--- src/rtl/irqsr_pkg.sv ---
// Package: shared source positions and source-kind decode for the
// interrupt source register. Positions are fixed because software decodes them.
package irqsr_pkg;

    localparam int EXT_POS  = 0;
    localparam int FIFO_POS = 2;
    localparam int CNT_POS  = 5;

    typedef enum logic [1:0] {
        SRC_NONE  = 2'd0,
        SRC_EDGE  = 2'd1,
        SRC_LEVEL = 2'd2
    } src_kind_e;

    // Kind of source at a bit position; positions beyond the status width are empty
    function automatic src_kind_e src_kind(input int pos, input int stat_w);
        if (pos >= stat_w)
            return SRC_NONE;
        else if (pos == EXT_POS || pos == CNT_POS)
            return SRC_EDGE;
        else if (pos == FIFO_POS)
            return SRC_LEVEL;
        else
            return SRC_NONE;
    endfunction

    // Mask of positions that hold an enable bit
    function automatic logic [7:0] impl_mask(input int stat_w);
        logic [7:0] m;
        m = '0;
        for (int i = 0; i < 8; i++)
            if (src_kind(i, stat_w) != SRC_NONE)
                m[i] = 1'b1;
        return m;
    endfunction

endpackage

--- src/rtl/irqsr_edge_det.sv ---
// Rising-edge detector. Assumes sig_in is already synchronous to clk.
// Reset treats the previous value as low.
module irqsr_edge_det (
    input  logic clk,
    input  logic rst_n,
    input  logic sig_in,
    output logic rise_o
);

    logic prev_q;

    // Remember last cycle's level
    always_ff @(posedge clk) begin
        if (!rst_n)
            prev_q <= 1'b0;
        else
            prev_q <= sig_in;
    end

    // Pulse for one cycle when the level goes from low to high
    assign rise_o = sig_in & ~prev_q;

endmodule

--- src/rtl/irqsr_edge_latch.sv ---
// Sticky pending bit for one edge-type source. It sets on an edge only while
// enabled. An acknowledge clears it and wins over a coincident edge.
module irqsr_edge_latch (
    input  logic clk,
    input  logic rst_n,
    input  logic rise_i,
    input  logic en_i,
    input  logic ack_i,
    output logic pend_o
);

    logic pend_q;

    // Clear on acknowledge, else capture an enabled edge
    always_ff @(posedge clk) begin
        if (!rst_n)
            pend_q <= 1'b0;
        else if (ack_i)
            pend_q <= 1'b0;
        else if (en_i && rise_i)
            pend_q <= 1'b1;
    end

    assign pend_o = pend_q;

endmodule

--- src/rtl/irq_src_reg.sv ---
// Combined interrupt enable and status register. A write loads the enable
// mask, and a 0 in an edge bit acknowledges that bit. A read returns the
// pending status. The request output is the OR of pending bits whose enable
// is set. Assumes every source input is synchronous to clk.
module irq_src_reg #(
    parameter int REG_W  = 8,
    parameter int STAT_W = 6
) (
    input  logic             clk,
    input  logic             rst_n,
    input  logic             wr_en,
    input  logic [REG_W-1:0] wr_data,
    output logic [REG_W-1:0] rd_data,
    input  logic             ext_trig_in,
    input  logic             fifo_cond_in,
    input  logic             cnt1_out_in,
    output logic             irq
);
    import irqsr_pkg::*;

    localparam logic [REG_W-1:0] EN_MASK = REG_W'(impl_mask(STAT_W));

    logic [REG_W-1:0] en_q;
    logic [REG_W-1:0] status;

    // Enable mask register; unused positions stay 0
    always_ff @(posedge clk) begin
        if (!rst_n)
            en_q <= '0;
        else if (wr_en)
            en_q <= wr_data & EN_MASK;
    end

    // Per-bit status: an edge latch, a live level, or a constant 0
    for (genvar b = 0; b < REG_W; b++) begin : g_bit
        if (src_kind(b, STAT_W) == SRC_EDGE) begin : g_edge
            logic src_w;
            logic rise_w;
            assign src_w = (b == EXT_POS) ? ext_trig_in : cnt1_out_in;
            irqsr_edge_det i_det (
                .clk    (clk),
                .rst_n  (rst_n),
                .sig_in (src_w),
                .rise_o (rise_w)
            );
            irqsr_edge_latch i_lat (
                .clk    (clk),
                .rst_n  (rst_n),
                .rise_i (rise_w),
                .en_i   (en_q[b]),
                .ack_i  (wr_en & ~wr_data[b]),
                .pend_o (status[b])
            );
        end else if (src_kind(b, STAT_W) == SRC_LEVEL) begin : g_level
            assign status[b] = fifo_cond_in;
        end else begin : g_none
            assign status[b] = 1'b0;
        end
    end

    assign rd_data = status;

    // Request output: any pending bit with its enable set
    assign irq = |(status & en_q);

endmodule

--- config.mk ---
export PLATFORM = sky130hd
export DESIGN_NAME = irq_src_reg
export DESIGN_NICKNAME = d
export VERILOG_FILES = /design/src/rtl/irqsr_pkg.sv /design/src/rtl/irqsr_edge_det.sv /design/src/rtl/irqsr_edge_latch.sv /design/src/rtl/irq_src_reg.sv
export SDC_FILE = /design/constraint.sdc
export NUM_CORES = 1
export LEC_CHECK = 0
export ABC_AREA = 1
export CELL_PAD_IN_SITES_DETAIL_PLACEMENT = 1
export CELL_PAD_IN_SITES_GLOBAL_PLACEMENT = 1
export CORE_MARGIN = 4
export CORE_UTILIZATION = 21
export CTS_CLUSTER_DIAMETER = 200
export DETAILED_ROUTE_END_ITERATION = 12
export GPL_TIMING_DRIVEN = 0
export PLACE_DENSITY_LB_ADDON = 0.1
export SYNTH_ARGS = -nofsm -noshare
export SYNTH_HDL_FRONTEND = slang
export SYNTH_SLANG_ARGS = --single-unit
--- constraint.sdc ---
create_clock -name clk -period 0.85 [get_ports clk]
set_clock_uncertainty 0.05 [all_clocks]
set_input_delay 0.17 -clock clk [delete_from_list [all_inputs] [get_ports clk]]
set_output_delay 0.17 -clock clk [all_outputs]
set_load 0.005 [all_outputs]
==> impl_results.md, run 1 <==
* Status: finished with violations
* Violated checks: negative setup slack
* DRT iter0 DRCs at 0
* Syn Inst Count at between 40 and 50
* Avg WL per Cell at approximately 9.5 um
* Hold buffers post-CTS at 0
* Worst setup EP type: output pin
* Clk slew on worst S/H paths at ~0.050 ns
* Utilization after layout at 39.5%
* GPL Wtd Cong at between 0.6 and 0.7
* Netlist cell types at 9
* Clock Tree Root: clkbuf_4
* Vias per inst at ~3.8
* Chip Width at about 48 um
* Dpl hpwl at about 570 um
* Gr ovfl total at 0
* Number of antenna violations at the first check in global routing at 0
* # fillers at between 150 and 200
* Sequential area share after synthesis at between 40% and 50%
* Port Buf Inserts at 12
* Top FF cell, synth: dfxtp_1
* I/O pin total at 23
* Sum Neg Setup Slack at -0.874 ns
* HP Class: in -> reg
* P&R area growth vs syn at 79.6%
* Leak Pwr at approximately 0.33 nW
* Fmax at roughly 860 MHz
* PwrDens at between 1000 and 1500 mW/mm^2
* Cell Area, Placed at 487 um^2
* Final period utilization at 136%
* Final instance area at 596 um^2
* Synth area leader: dfxtp_1
* Site Rows at 14
* Number of buffers created by CTS at 3
* Setup violators final at 4
* Fin. Hold Viols at 0
* YS warnings at 0
* Max FO, Critical Path at 2
* Final #Nets at between 80 and 90
* WL final at 837 um
* Syn avg cell area at just over 7 um^2
* DRC at 0
* Final Worst Setup Slack at -0.306 ns
* Synth top area cells: dfxtp_1, buf_4, inv_1, nand2_1, nor2_1
* Top-area cell type share of the netlist area at between 40% and 50%
* Gr usage total at approximately 9.0%
* Layout cells sized above 1 at a little over two fifths
* Core area at approximately 0.0015 mm^2
* First-pass GRT wire length at 1250 um
* Die area at around 0.0023 mm^2
* Vias in the first global route at 305
* Vias at 337
* Largest net degree at the start of global routing at 7
* DRT antenna net count at 0
* Minimum clock period at between 1 and 1.5 ns
* Register bit count reported by yosys at 7
* H-tree depth at 1
* Max Root-Sink Buffers at 2
* Slew Viols, Final at 0
* FFs w/ async S/R, synth at 0%
* Worst EP required at between 0.6 and 0.7 ns
* Initial Utilization at 22.0%
* Top cells by count, synth: inv_1, nand2_1, buf_4, dfxtp_1, nor2_1
* RSZ-0062 raised after global routing: yes
* Critical Path AT at about 0.94 ns
* Worst Setup Path Type: reg -> out
* Die H at ~48 um
* Antenna diodes at 0
* Clock latency on the worst-skew pair at between 0.2 and 0.3 ns
* DR pass1 iterations at 1
* EDFF count, synth at 0
* Reg area at roughly 140 um^2
* Fin Hold WS at slightly above 0.2 ns
* Peak supply drop at a little under 0.6 mV
* CTS tree: done
* Cell Area, Synth at approximately 330 um^2
* Clk sink count at 7
* Max cap viols at 0
* Startpoint types: flop
* Multi-input gate area at 128 um^2
[cell type report]
class                      count  area share, %
buffer                         6           7.56
multi-input combinational     26           21.4
clock buffer                   4           4.41
sequential                     7           23.9
tap                           16           3.36
timing repair buffer          20           33.6
inverter                       9           5.67
[power breakdown]
group | internal [mW] | switching, mW | total, mW
clock network | 0.180 | 0.132 | 0.312
registers | 0.348 | 0.0129 | 0.361
logic | 0.0968 | 0.0578 | 0.155
[metrics by stage]
stage          worst slack (ns)  instances  power, mW
2_1_floorplan             0.177         50      0.425
3_3_place_gp             -0.665         78      0.494
3_5_place_dp             -0.662         78      0.496
4_1_cts                  -0.315         87      0.836
5_1_grt                  -0.368         88      0.895
6_report                 -0.306         88      0.827
[sequential cells by signal, indices dropped and copies added (netlist names)]
name,flops
en_q,3
g_bit.g_edge.i_det.prev_q,2
g_bit.g_edge.i_lat.pend_o,2
[repair_timing]
item                                    CTS  global route
buffers inserted                          5             4
endpoints found under the setup margin    8             7
pin swaps                                 1             1
gates resized for setup                  28             8
[worst max-delay path, stage by stage (launching register included)]
cell and delay [ns]:
dfxtp_2 0.32, buf_6 0.11, nand2_4 0.05, nand3_2 0.07, buf_6 0.11
[cells in the final DEF (no fill, tap or decap)]
cell             count
buf_6                8
nand2_2              1
nand3_1              2
dlymetal6s2s_1       1
o21ai_1              1
dlygate4sd2_1        2
a21oi_2              2
dfxtp_2              2
nand3_2              1
inv_2                2
nor2_1               6
clkbuf_4             3
clkbuf_1             1
nand2_4              1
conb_1               5
inv_1                7
clkdlybuf4s50_1      5
buf_4               10
nand2_1              7
dfxtp_1              5
[routing by layer]
| metal | GRT usage, % | wire length, um |
|---|---|---|
| met1 | 8.28 | 342 |
| met2 | 13.7 | 371 |
| met3 | 6.77 | 108 |
| met4 | 6.45 | 14 |
| met5 | 0 | 0 |
[final timing paths]
check | startpoint | endpoint | slack (ns) | depth (start not counted)
worst min-delay path | rst_n | g_bit[0].g_edge.i_det.prev_q | 0.20 | 3
worst max register to register | g_bit[5].g_edge.i_lat.pend_o | g_bit[5].g_edge.i_lat.pend_o | 0.04 | 4
worst max-delay path | g_bit[0].g_edge.i_lat.pend_o | irq | -0.31 | 4
worst min register to register | g_bit[0].g_edge.i_det.prev_q | g_bit[0].g_edge.i_lat.pend_o | 0.43 | 3
[cell families after synthesis]
family,share of synthesized area (%)
flops,42.3
other cells,1.13
compound gates,6.79
buf+inv,28.3
simple gates,21.5
Power figures use the tool's default switching activity.
==> run 2, diff against run 1 <==
- PLACE_DENSITY: default -> 0.86
- PLACE_DENSITY_LB_ADDON: 0.1 -> default
==> run 2 against run 1 <==
Against the previous run: the run still ends with negative setup slack left; fmax is 2.1% higher; register-to-register slack hardly changed; highest routed layer is now met3; sequential power hardly changed; via count is 0.89% lower; core utilization is 1.5 points lower; clock-buffer cell count stayed put; largest cell class unchanged; critical endpoint unchanged; cell count is 1.1% lower; first-iteration DRC count stayed put; global-route usage is 0.90 points lower; clock power is 6% lower; non-clock buffer count is 1 lower; total power is 3.4% lower.
==> impl_results.md, run 2 (synthesis results as in run 1) <==
* Status: finished with violations
* Violated checks: negative setup slack
* Final period utilization at 133% (-2.8 points)
* Slowest stage delay, CP at 0.32 ns (about the same)
* Initial Utilization at 22.0% (unchanged)
* Max Root-Sink Buffers at 2 (unchanged)
* Crit-path cells: buf_6 > nand2_4 > nand3_2 > buf_2
* Largest net degree at the start of global routing at 7 (unchanged)
* Commonest cells after routing, fill and taps aside: buf_4, nand2_1, inv_1, nor2_1
* Final #Nets at 86 (-1.1%)
* RR Startpoint: g_bit[0].g_edge.i_lat.pend_o
* Vias per inst at 3.84 (+0.25%)
* Startpoint types: flop
* I/O pin total at 23 (unchanged)
* Sum Neg Setup Slack at -0.735 ns (+0.139 ns)
* Met3 GRT Util at 3.38% (-3.4 points)
* Top Usage Layer GRT: met2
* Worst setup EP type: output pin
* Slew Viols, Final at 0 (unchanged)
* Total power at 0.799 mW (-3.4%)
* Vias in the first global route at 324 (+6.2%)
* Critical path's top delay family: flip-flops
* Buf/Inv on CP at 2 (unchanged)
* Met2 Track Usage GR at 14.5% (+0.79 points)
* Vias at 334 (-0.89%)
* Number of buffers created by CTS at 3 (unchanged)
* HP Class: in -> reg
* Gr ovfl total at 0 (unchanged)
* Setup slack, reg-to-reg at 0.04 ns (about the same)
* Antenna diodes at 0 (unchanged)
* Core area at 0.00151 mm^2 (unchanged)
* WL final at 816 um (-2.5%)
* DR pass1 iterations at 1 (unchanged)
* Clock latency on the worst-skew pair at 0.24 ns (-0.02 ns)
* Worst Setup Path Type: reg -> out
* Clk sink count at 7 (unchanged)
* P&R area growth vs syn at 72.8%
* Fin. Hold Viols at 0 (unchanged)
* Cells on worst reg2reg path at 4 (unchanged)
* Final Worst Setup Slack at -0.283 ns (+0.0234 ns)
* Worst Setup SP: g_bit[0].g_edge.i_lat.pend_o
* Grt met1 use at 8.30% (+0.019 points)
* Site Rows at 14 (unchanged)
* Critical Path AT at 0.91 ns (-0.03 ns)
* Avg WL per Cell at 9.38 um (-1.4%)
* Worst EP required at 0.63 ns (about the same)
* GPL Wtd Cong at 0.635 (+2.4%)
* Leak Pwr at 0.330 nW (-1.4%)
* Layout cells sized above 1 at 40.8% (-0.82 points)
* DRC at 0 (unchanged)
* CTS tree: done
* Number of antenna violations at the first check in global routing at 0 (unchanged)
* CP max stage cell: dfxtp_2
* Clock Tree Root: clkbuf_4
* Hold buffers post-CTS at 0 (unchanged)
* Port Buf Inserts at 12 (unchanged)
* Gr usage total at 8.12% (-0.90 points)
* Placed insts at 78 (unchanged)
* Commonest non-fill, non-tap cell in the layout: buf_4
* PwrDens at 1390 mW/mm^2 (+0.39%)
* Critical path destination: irq
* DRT antenna net count at 0 (unchanged)
* Max FO, Critical Path at 2 (unchanged)
* Peak supply drop at 0.596 mV (-0.13%)
* Fmax at 883 MHz (+2.1%)
* Largest reg by FF count: en_q
* Reg-to-Reg End: g_bit[0].g_edge.i_lat.pend_o
* Max cap viols at 0 (unchanged)
* Die H at 47.7 um (unchanged)
* Minimum clock period at 1.13 ns (-0.0234 ns)
* H-tree depth at 1 (unchanged)
* RSZ-0062 raised after global routing: yes
* Dpl hpwl at 616 um (+7.6%)
* WP depth at 4 (unchanged)
* DRT iter0 DRCs at 0 (unchanged)
* Die area at 0.00228 mm^2 (unchanged)
* Setup violators final at 4 (unchanged)
* Number of flip-flops under the largest register name at 3 (unchanged)
* Clk slew on worst S/H paths at 0.05 ns (about the same)
* Final std cells w/o fill at 87 (-1.1%)
* Chip Width at 47.7 um (unchanged)
* First-pass GRT wire length at 1260 um (+1.1%)
run 2: cell count changes in the layout (fill, tap and decap cells not counted):
cell            change
nand2_2             -1
buf_2               +2
dlygate4sd2_1       +1
dlymetal6s2s_1      -1
nand2_4             +1
buf_6               -3
run 2: tightest hold or removal path: stages:
cell,delay [ns]
dlygate4sd2_1,0.30
nand2_1,0.07
inv_1,0.04
run 2: worst min path at each step:
stage / from / endpoint / slack [ns] / cells past startpoint
4_1_cts: rst_n / g_bit[0].g_edge.i_det.prev_q / 0.31 / 3
2_1_floorplan: rst_n / g_bit[0].g_edge.i_det.prev_q / 0.21 / 2
3_5_place_dp: en_q[2] / en_q[2] / 0.44 / 2
5_1_grt: rst_n / g_bit[0].g_edge.i_det.prev_q / 0.33 / 3
6_report: rst_n / g_bit[0].g_edge.i_det.prev_q / 0.31 / 3
3_3_place_gp: g_bit[5].g_edge.i_lat.pend_o / g_bit[5].g_edge.i_lat.pend_o / 0.42 / 2
run 2: where the power goes:
part	leakage (nW)	total, mW	internal (mW)	switching [mW]
sequential	0.0588	0.362	0.348	0.0140
clock	0.0150	0.294	0.179	0.115
combinational	0.256	0.143	0.0874	0.0556
run 2: what timing repair did:
action                     4_1_cts  5_1_grt
setup endpoints to repair        9        6
buffers inserted                 4        1
pin swaps                        1        1
resized for setup               28        5
run 2: cell type report:
cell class	count	area (um^2)
well taps	16	20.0
fillers	186	933
plain buffers	8	63.8
repair buffers	17	154
multi-input cells	26	133
flip-flops and latches	7	143
clock buffers	4	26.3
inverters	9	33.8
run 2: layer usage:
metal	part of all wire [%]	up-vias
met5	0	-
met4	0	0
met3	9.4	0
met2	56	10
met1	34	153
li1	-	171
run 2: per-stage QoR:
stage | area (um^2) | util [%] | setup WS [ns] | hold slack [ns]
after global routing | 573 | 38.0 | -0.327 | 0.325
after global placement | 487 | 32.3 | -0.639 | 0.417
after detailed placement | 487 | 32.3 | -0.651 | 0.436
final | 573 | 38.0 | -0.283 | 0.312
after CTS | 551 | 36.5 | -0.289 | 0.314
after floorplan | 347 | - | 0.177 | 0.213
